--- config.mk ---
export PLATFORM = sky130hd
export DESIGN_NAME = logic_out_cell
export DESIGN_NICKNAME = d
export VERILOG_FILES = /design/src/rtl/olmc_pkg.sv /design/src/rtl/olmc_rst_sync.sv /design/src/rtl/olmc_term_sum.sv /design/src/rtl/olmc_flop.sv /design/src/rtl/olmc_pad_drive.sv /design/src/rtl/logic_out_cell.sv
export SDC_FILE = /design/constraint.sdc
export NUM_CORES = 1
export LEC_CHECK = 0
export BUFFER_PORTS_ARGS = -buffer_cell sky130_fd_sc_hd__buf_2
export CORE_AREA = 2 2 39 41
export DETAILED_ROUTE_END_ITERATION = 10
export DIE_AREA = 0 0 41 43
export PLACE_DENSITY = 0.44
export SLEW_MARGIN = 5
export SYNTH_ARGS = -nofsm -noshare
export SYNTH_HDL_FRONTEND = slang
export SYNTH_SLANG_ARGS = --single-unit
export TNS_END_PERCENT = 1
--- constraint.sdc ---
create_clock -name clk -period 2.6 [get_ports clk]
set_clock_uncertainty 0.15 [all_clocks]
set_input_delay 0.65 -clock clk [delete_from_list [all_inputs] [get_ports clk]]
set_output_delay 0.65 -clock clk [all_outputs]
set_load 0.01 [all_outputs]
--- src/rtl/olmc_pkg.sv ---
package olmc_pkg;

  typedef enum logic [1:0] {
    GMODE_RSVD    = 2'b00,
    GMODE_REG     = 2'b01,
    GMODE_SIMPLE  = 2'b10,
    GMODE_COMPLEX = 2'b11
  } gmode_e;

  typedef enum logic [1:0] {
    KIND_OFF,
    KIND_REG,
    KIND_CIO,
    KIND_SIMPLE
  } cell_kind_e;

  function automatic gmode_e decode_gmode(input logic syn, input logic ac0);
    gmode_e m;
    unique case ({syn, ac0})
      2'b01:   m = GMODE_REG;
      2'b11:   m = GMODE_COMPLEX;
      2'b10:   m = GMODE_SIMPLE;
      default: m = GMODE_RSVD;
    endcase
    return m;
  endfunction

endpackage

--- src/rtl/olmc_rst_sync.sv ---
module olmc_rst_sync #(
  parameter int STAGES = 2
) (
  input  logic clk,
  input  logic rst_n,
  output logic rst_n_sync
);
  logic [STAGES-1:0] chain_q;
  logic [STAGES-1:0] chain_d;

  always_comb begin
    chain_d = {chain_q[STAGES-2:0], 1'b1};
  end

  always_ff @(posedge clk or negedge rst_n) begin
    if (!rst_n) chain_q <= '0;
    else        chain_q <= chain_d;
  end

  assign rst_n_sync = chain_q[STAGES-1];
endmodule

--- src/rtl/olmc_term_sum.sv ---
module olmc_term_sum #(
  parameter int N_TERMS = 8
) (
  input  logic [N_TERMS-1:0] terms,
  input  logic               use_oe_term,
  output logic               sum,
  output logic               oe_term
);
  localparam int OE_IDX = 0;

  logic [N_TERMS-1:0] masked;

  always_comb begin
    masked = terms;
    if (use_oe_term) masked[OE_IDX] = 1'b0;
    sum     = |masked;
    oe_term = terms[OE_IDX];
  end
endmodule

--- src/rtl/olmc_flop.sv ---
module olmc_flop (
  input  logic clk,
  input  logic rst_n,
  input  logic cap_en,
  input  logic d,
  input  logic pre_en,
  input  logic pre_val,
  output logic q
);
  logic q_d;
  logic ce;

  always_comb begin
    ce  = cap_en | pre_en;
    q_d = pre_en ? pre_val : d;
  end

  always_ff @(posedge clk or negedge rst_n) begin
    if (!rst_n)  q <= 1'b0;
    else if (ce) q <= q_d;
  end

  AST_CAPTURE_SUM: assert property (@(posedge clk) disable iff (!rst_n)
    (cap_en && !pre_en) |=> (q == $past(d)));
  AST_PRELOAD_WINS: assert property (@(posedge clk) disable iff (!rst_n)
    pre_en |=> (q == $past(pre_val)));
  AST_HOLD_IDLE: assert property (@(posedge clk) disable iff (!rst_n)
    (!cap_en && !pre_en) |=> $stable(q));
endmodule

--- src/rtl/olmc_pad_drive.sv ---
module olmc_pad_drive (
  input  logic raw,
  input  logic pol_high,
  input  logic enable,
  input  logic totem,
  output logic pad_o,
  output logic pad_oe
);
  logic val;

  always_comb begin
    val = pol_high ? raw : ~raw;
    if (totem) begin
      pad_o  = val;
      pad_oe = enable;
    end else begin
      pad_o  = 1'b0;
      pad_oe = enable & ~val;
    end
  end
endmodule

--- src/rtl/logic_out_cell.sv ---
module logic_out_cell
  import olmc_pkg::*;
#(
  parameter int N_TERMS   = 8,
  parameter bit EDGE_CELL = 1'b0
) (
  input  logic               clk,
  input  logic               rst_n,
  input  logic [N_TERMS-1:0] term_i,
  input  logic               oe_pin_n_i,
  input  logic               mode_sync_i,
  input  logic               mode_ac0_i,
  input  logic               cell_ac1_i,
  input  logic               cell_xor_i,
  input  logic               cell_ac2_i,
  input  logic               preload_en_i,
  input  logic               preload_val_i,
  input  logic               pad_i,
  output logic               pad_o,
  output logic               pad_oe_o,
  output logic               fb_o
);
  gmode_e     gmode;
  cell_kind_e kind;
  logic       rst_n_sync;
  logic       sum;
  logic       oe_term;
  logic       q;
  logic       raw;
  logic       enable;
  logic       cap_en;

  olmc_rst_sync #(.STAGES(2)) u_rst (
    .clk        (clk),
    .rst_n      (rst_n),
    .rst_n_sync (rst_n_sync)
  );

  always_comb begin
    gmode = decode_gmode(mode_sync_i, mode_ac0_i);
    unique case (gmode)
      GMODE_REG:     kind = cell_ac1_i ? KIND_CIO : KIND_REG;
      GMODE_COMPLEX: kind = KIND_CIO;
      GMODE_SIMPLE:  kind = KIND_SIMPLE;
      default:       kind = KIND_OFF;
    endcase
    cap_en = (kind == KIND_REG);
  end

  olmc_term_sum #(.N_TERMS(N_TERMS)) u_sum (
    .terms       (term_i),
    .use_oe_term (kind == KIND_CIO),
    .sum         (sum),
    .oe_term     (oe_term)
  );

  olmc_flop u_ff (
    .clk     (clk),
    .rst_n   (rst_n_sync),
    .cap_en  (cap_en),
    .d       (sum),
    .pre_en  (preload_en_i),
    .pre_val (preload_val_i),
    .q       (q)
  );

  always_comb begin
    raw = (kind == KIND_REG) ? q : sum;
    unique case (kind)
      KIND_REG:    enable = ~oe_pin_n_i;
      KIND_CIO:    enable = oe_term;
      KIND_SIMPLE: enable = 1'b1;
      default:     enable = 1'b0;
    endcase
  end

  olmc_pad_drive u_pad (
    .raw      (raw),
    .pol_high (cell_xor_i),
    .enable   (enable),
    .totem    (cell_ac2_i),
    .pad_o    (pad_o),
    .pad_oe   (pad_oe_o)
  );

  generate
    if (EDGE_CELL) begin : g_edge_fb
      always_comb begin
        unique case (kind)
          KIND_REG:    fb_o = ~q;
          KIND_CIO:    fb_o = (gmode == GMODE_COMPLEX) ? 1'b0 : pad_i;
          KIND_SIMPLE: fb_o = pad_i;
          default:     fb_o = 1'b0;
        endcase
      end
      AST_EDGE_NO_FEEDBACK: assert property (@(posedge clk) disable iff (!rst_n_sync)
        (mode_sync_i && mode_ac0_i) |-> !fb_o);
    end else begin : g_inner_fb
      always_comb begin
        unique case (kind)
          KIND_REG:    fb_o = ~q;
          KIND_CIO,
          KIND_SIMPLE: fb_o = pad_i;
          default:     fb_o = 1'b0;
        endcase
      end
    end
  endgenerate

  AST_RSVD_RELEASED: assert property (@(posedge clk) disable iff (!rst_n_sync)
    (!mode_sync_i && !mode_ac0_i) |-> (!pad_oe_o && !fb_o));
  AST_OD_NO_HIGH: assert property (@(posedge clk) disable iff (!rst_n_sync)
    (!cell_ac2_i && pad_oe_o) |-> !pad_o);
  AST_SIMPLE_ON: assert property (@(posedge clk) disable iff (!rst_n_sync)
    (mode_sync_i && !mode_ac0_i && cell_ac2_i) |-> pad_oe_o);
  AST_REG_PIN_OE: assert property (@(posedge clk) disable iff (!rst_n_sync)
    (!mode_sync_i && mode_ac0_i && !cell_ac1_i && cell_ac2_i) |-> (pad_oe_o == !oe_pin_n_i));
endmodule

Word-level counts from Yosys, hierarchy flattened

Index checks and enable logic that the tools add are counted.

Bits in registers: 3
Input bits: 19
Output and inout port bits: 3
Logic and storage cells: 30

Equal/unequal tests: 9
Mux-type cells: 11
Bitwise logic cells: 6
Reductions and logical operators: 2

Operators by type and width:

| cell                                                | number |
|---|---|
| equality test 2 bit, second input constant          | 6 |
| one-hot mux 2 bit (3 select lines)                  | 2 |
| OR reduction 8 bit                                  | 1 |
| equality test 2 x 1 -> 1 bit, second input constant | 3 |
| 2-to-1 mux 1 bit                                    | 6 |
| inverter 1 bit                                      | 4 |
| one-hot mux 1 bit (3 select lines)                  | 1 |
| 2-to-1 mux 2 bit                                    | 1 |
| one-hot mux 1 bit (2 select lines)                  | 1 |
| OR reduction 2 bit                                  | 1 |
| AND 1 bit                                           | 1 |
| OR 1 bit                                            | 1 |

Logic depth before layout (Yosys ltp)

Depth after elaboration: 13
Mapped depth: 4
Mapped depth without buffers: 4

Modules after synthesis

Synthesis repeated with hierarchy kept, for this count alone.

Cells, all modules: 26
Area, all modules: 240.2 um^2

By module, submodules not included:

| module         | instances | cells an instance | area an instance (um^2) | sequential area each (um^2) |
|---|---|---|---|---|
| logic_out_cell | 1         | 10                | 82.6                    | 0.0 |
| olmc_rst_sync  | 1         | 3                 | 53.8                    | 50.0 |
| olmc_flop      | 1         | 4                 | 43.8                    | 25.0 |
| olmc_term_sum  | 1         | 5                 | 36.3                    | 0.0 |
| olmc_pad_drive | 1         | 4                 | 23.8                    | 0.0 |

Worst setup path after synthesis

No wires, ideal clock.

Path type: in2out
Start: input term_i[3]
End: output pad_oe_o
Arrival: 1.560 ns
Required time: 1.800 ns
Setup slack: 0.240 ns
Cell stages on the path: 4
Buffers on the path: 0
Cells stage by stage: nor4_1 -> a41oi_2 -> xnor2_1 -> a21oi_1

Cells in the longest elaborated chain, start to end: 7

RTL lines:

| item                 | line                 | RTL |
|---|---|---|
| start: declaration   | logic_out_cell.sv:9  | `input logic [N_TERMS-1:0] term_i,` |
| OR reduction 8 bit * | olmc_term_sum.sv:16  | `sum = \|masked;` |
| 2-to-1 mux 1 bit *   | logic_out_cell.sv:68 | `raw = (kind == KIND_REG) ? q : sum;` |
| inverter 1 bit       | olmc_pad_drive.sv:12 | `val = pol_high ? raw : ~raw;` |
| 2-to-1 mux 1 bit *   | olmc_pad_drive.sv:12 |  |
| inverter 1 bit *     | olmc_pad_drive.sv:18 | `pad_oe = enable & ~val;` |
| AND 1 bit *          | olmc_pad_drive.sv:18 |  |
| 2-to-1 mux 1 bit *   | olmc_pad_drive.sv:13 | `if (totem) begin` |
| end: declaration     | logic_out_cell.sv:20 | `output logic pad_oe_o,` |

Every way passes the cells marked *; elsewhere a longest branch is shown, timed or not.

Worst setup path in the final report

Start: input mode_sync_i
End: output pad_o

Cells in the longest elaborated chain, start to end: 11
Elaborated cells on any way between the ends: 16
Those cells by class: eq/ne (8); mux (6); bitwise (1); reduce/logical (1)

RTL lines:

| item                                                                | line                 | RTL |
|---|---|---|
| start: declaration                                                  | logic_out_cell.sv:11 | `input logic mode_sync_i,` |
| equality test 2 bit or equality test 2 x 1 -> 1 bit (tied branches) | olmc_pkg.sv:19       | `unique case ({syn, ac0})` |
| one-hot mux 2 bit (3 select lines) *                                | olmc_pkg.sv:19       |  |
| equality test 2 bit or equality test 2 x 1 -> 1 bit (tied branches) | logic_out_cell.sv:41 | `unique case (gmode)` |
| one-hot mux 2 bit (3 select lines) *                                | logic_out_cell.sv:41 |  |
| equality test 2 bit                                                 | logic_out_cell.sv:52 | `.use_oe_term (kind == KIND_CIO),` |
| 2-to-1 mux 1 bit                                                    | olmc_term_sum.sv:15  | `if (use_oe_term) masked[OE_IDX] = 1'b0;` |
| OR reduction 8 bit                                                  | olmc_term_sum.sv:16  |  |
| 2-to-1 mux 1 bit *                                                  | logic_out_cell.sv:68 |  |
| inverter 1 bit                                                      | olmc_pad_drive.sv:12 |  |
| 2-to-1 mux 1 bit *                                                  | olmc_pad_drive.sv:12 |  |
| 2-to-1 mux 1 bit *                                                  | olmc_pad_drive.sv:13 |  |
| end: declaration                                                    | logic_out_cell.sv:19 | `output logic pad_o,` |

Marks and branches as above.

==> metrics.txt <==
status finished clean; Syn Area/Cell 9.259 µm²; Antenna Cells 0; CP Capture Type output pin; post-route ant nets 0; post-synth top area share 32.43%; Max Freq 391.2 MHz; H-tree Lvls 1; asr flop ratio synth 100.0%; Worst-Skew Late Latency 0.23 ns; Top FF cell, synth dfrtp_1; Via density 4.100; Leak 0.0002117 µW; power per cell area 410.6 mW/mm²; fin crit period 2.556 ns; WL per Instance 8.429 µm; worst hold path type primary input to async pin; Seq/Total Area, Yosys 32.43%; simple-gate portion of the synthesized area 31.35%; largest net degree at the start of global routing 7; drt pass-1 iters 2; EDFF count, synth 0; total of max-cap violations 0; Synthesized Nets 44; DIE AREA 0.001763 mm²; Post-DP HPWL 470.8 µm; multiplexer share of the synthesized area 4.324%; Design Area, Final 430.4 µm²; cell area after synthesis 231.5 µm²; worst reg-to-reg path cell count 2; WS Path Type primary input to output pin; multi-input logic area 167.7 µm²; Area growth syn-to-layout 85.95%; starting density of the core 16.73%; GP Congestion 0.5544; DR DRC count 0; final WL 590 µm; Synth Area in Compound Gates 24.86%; count of final setup violators 0; Cells after Synth 25; Synth area leaders dfrtp_1, a41oi_2, o31ai_1, nand2_1, or3b_4; Adder-Cell Fraction of Synth Area 0%; clock transition at the registers of the reported paths 0.04 ns; worst r2r src u_ff.q; Core ar. 0.001384 mm²; number of global-route vias before repair 209; Site Rows 14; Max Buffers Root-to-Sink 2; placed instance area 371.6 µm²; WP data arrival 1.76 ns; Iteration-0 DRC Markers 1; Synth Area in XOR/XNOR 3.784%; initial antenna violation count 0; Yosys reg bits 3; first-pass GRT wire length 703 µm; CP Max Fanout 6; Storage cell area 75.07 µm²; Tcrit/Tclk final 98.31%; Crit path required time 1.80 ns; Root Driver clkbuf_4; Max IR drop VDD 0.1565 mV; Post-Route Utilization 31.10%; main combinational cell family by area after synthesis simple AND/OR/NAND/NOR gates; r2r setup slk 1.73 ns; CP Launch Type primary input; Congestion Overflow GR 0; # fillers 156; share of layout cells above drive strength 1 57.41%; unrepaired setup endpoints after global routing yes; Tot GR Track Use 6.137%; Slew Viols, Final 0; Synth cell types 20; I/O pin count 22; worst r2r dst u_ff.q; Yosys top cell by area dfrtp_1; DIE WIDTH 41 µm; TritonCTS clock tree yes; Fin. Hold Viols 0; number of buffers added on ports 21; Die Span Y 43 µm; clock sink total 3; clock buffer count from CTS 3; Commonest cells post-synth dfrtp_1, nand2_1, o31ai_1; Yosys warnings 0; Via Count 287; # nets final 74
==> worst max-delay path by stage <==
stage / from / to / slack, ns / depth (start not counted)
global placement: mode_sync_i / pad_o / -0.008 / 6
finish: mode_sync_i / pad_o / 0.04 / 6
global route: mode_sync_i / pad_o / -0.03 / 6
CTS: term_i[3] / pad_o / 0.01 / 7
detailed placement: mode_sync_i / pad_o / -0.006 / 6
floorplan: term_i[3] / pad_oe_o / 0.24 / 4
==> cell families after synthesis <==
group / Yosys count
compound gates: 7
xor+xnor: 1
mux: 1
flops: 3
simple gates: 11
other cells: 1
buf+inv: 1
==> flip-flops by register name (all words and copies together) (netlist names) <==
name	cells
u_ff.q	1
u_rst.chain_q	2
==> per-stage QoR <==
stage | power [µW] | std cells | worst slack [ns] | hold slack (ns) | TNS, ns
after global placement | 93.33 | 64 | -0.007656 | -0.1480 | -0.007656
after floorplan | 69.18 | 25 | 0.2398 | -0.1557 | 0
after CTS | 178.7 | 69 | 0.01235 | 0.04052 | 0
final | 176.7 | 70 | 0.04383 | 0.04953 | 0
after global routing | 190.9 | 70 | -0.03227 | 0.03513 | -0.04242
after detailed placement | 93.46 | 64 | -0.005725 | -0.1471 | -0.005725
==> power breakdown <==
part           internal (µW)  total [µW]  switching (µW)
sequential              50.1        51.6            1.52
clock                   57.4        80.1            22.7
combinational           25.1        45.0            20.0
total                    133         177            44.2
==> layout make-up <==
cell class / count / area share [%]
Multi-Input combinational cell: 21 / 38.95
Timing Repair Buffer: 25 / 31.98
Sequential cell: 3 / 17.44
Clock buffer: 4 / 6.105
Tap cell: 16 / 4.651
Inverter: 1 / 0.8721
==> layout by cell type (no fill, tap or decap) <==
cell type,netlist,layout
a22oi_1,1,1
a41oi_2,1,1
a22o_1,1,1
o21ai_0,1,1
buf_4,0,3
and2_1,1,1
clkbuf_4,0,3
a21oi_1,1,1
nor3_1,1,1
xnor2_1,1,1
dlygate4sd3_1,0,1
conb_1,1,1
o31ai_1,2,2
or2b_1,1,1
mux2i_1,1,1
nor4b_1,1,1
nand2b_2,1,1
nor4_4,0,1
dfrtp_1,3,3
nand3b_1,1,1
or3b_4,1,1
nand2_1,3,3
inv_1,1,1
buf_2,0,21
clkbuf_1,0,1
==> layer usage <==
metal | track usage [%] | share of wire (%)
met3 | 1.571 | 13
met5 | 0 | 0
met4 | 6.000 | 0
met2 | 8.750 | 44
met1 | 6.796 | 43
==> what timing repair did <==
action                                 CTS  global route
hold buffers                             1             0
resized for setup                        0             2
pin swaps                                2             1
setup buffers                            0             1
endpoints found under the hold margin    1             0
setup endpoints to repair                1             2
==> worst max-delay path, cell delays in order <==
cell	delay (ns)
buf_2	0.13
or3b_4	0.40
a41oi_2	0.16
xnor2_1	0.15
and2_1	0.14
buf_2	0.12
Power figures use the tool's default switching activity.
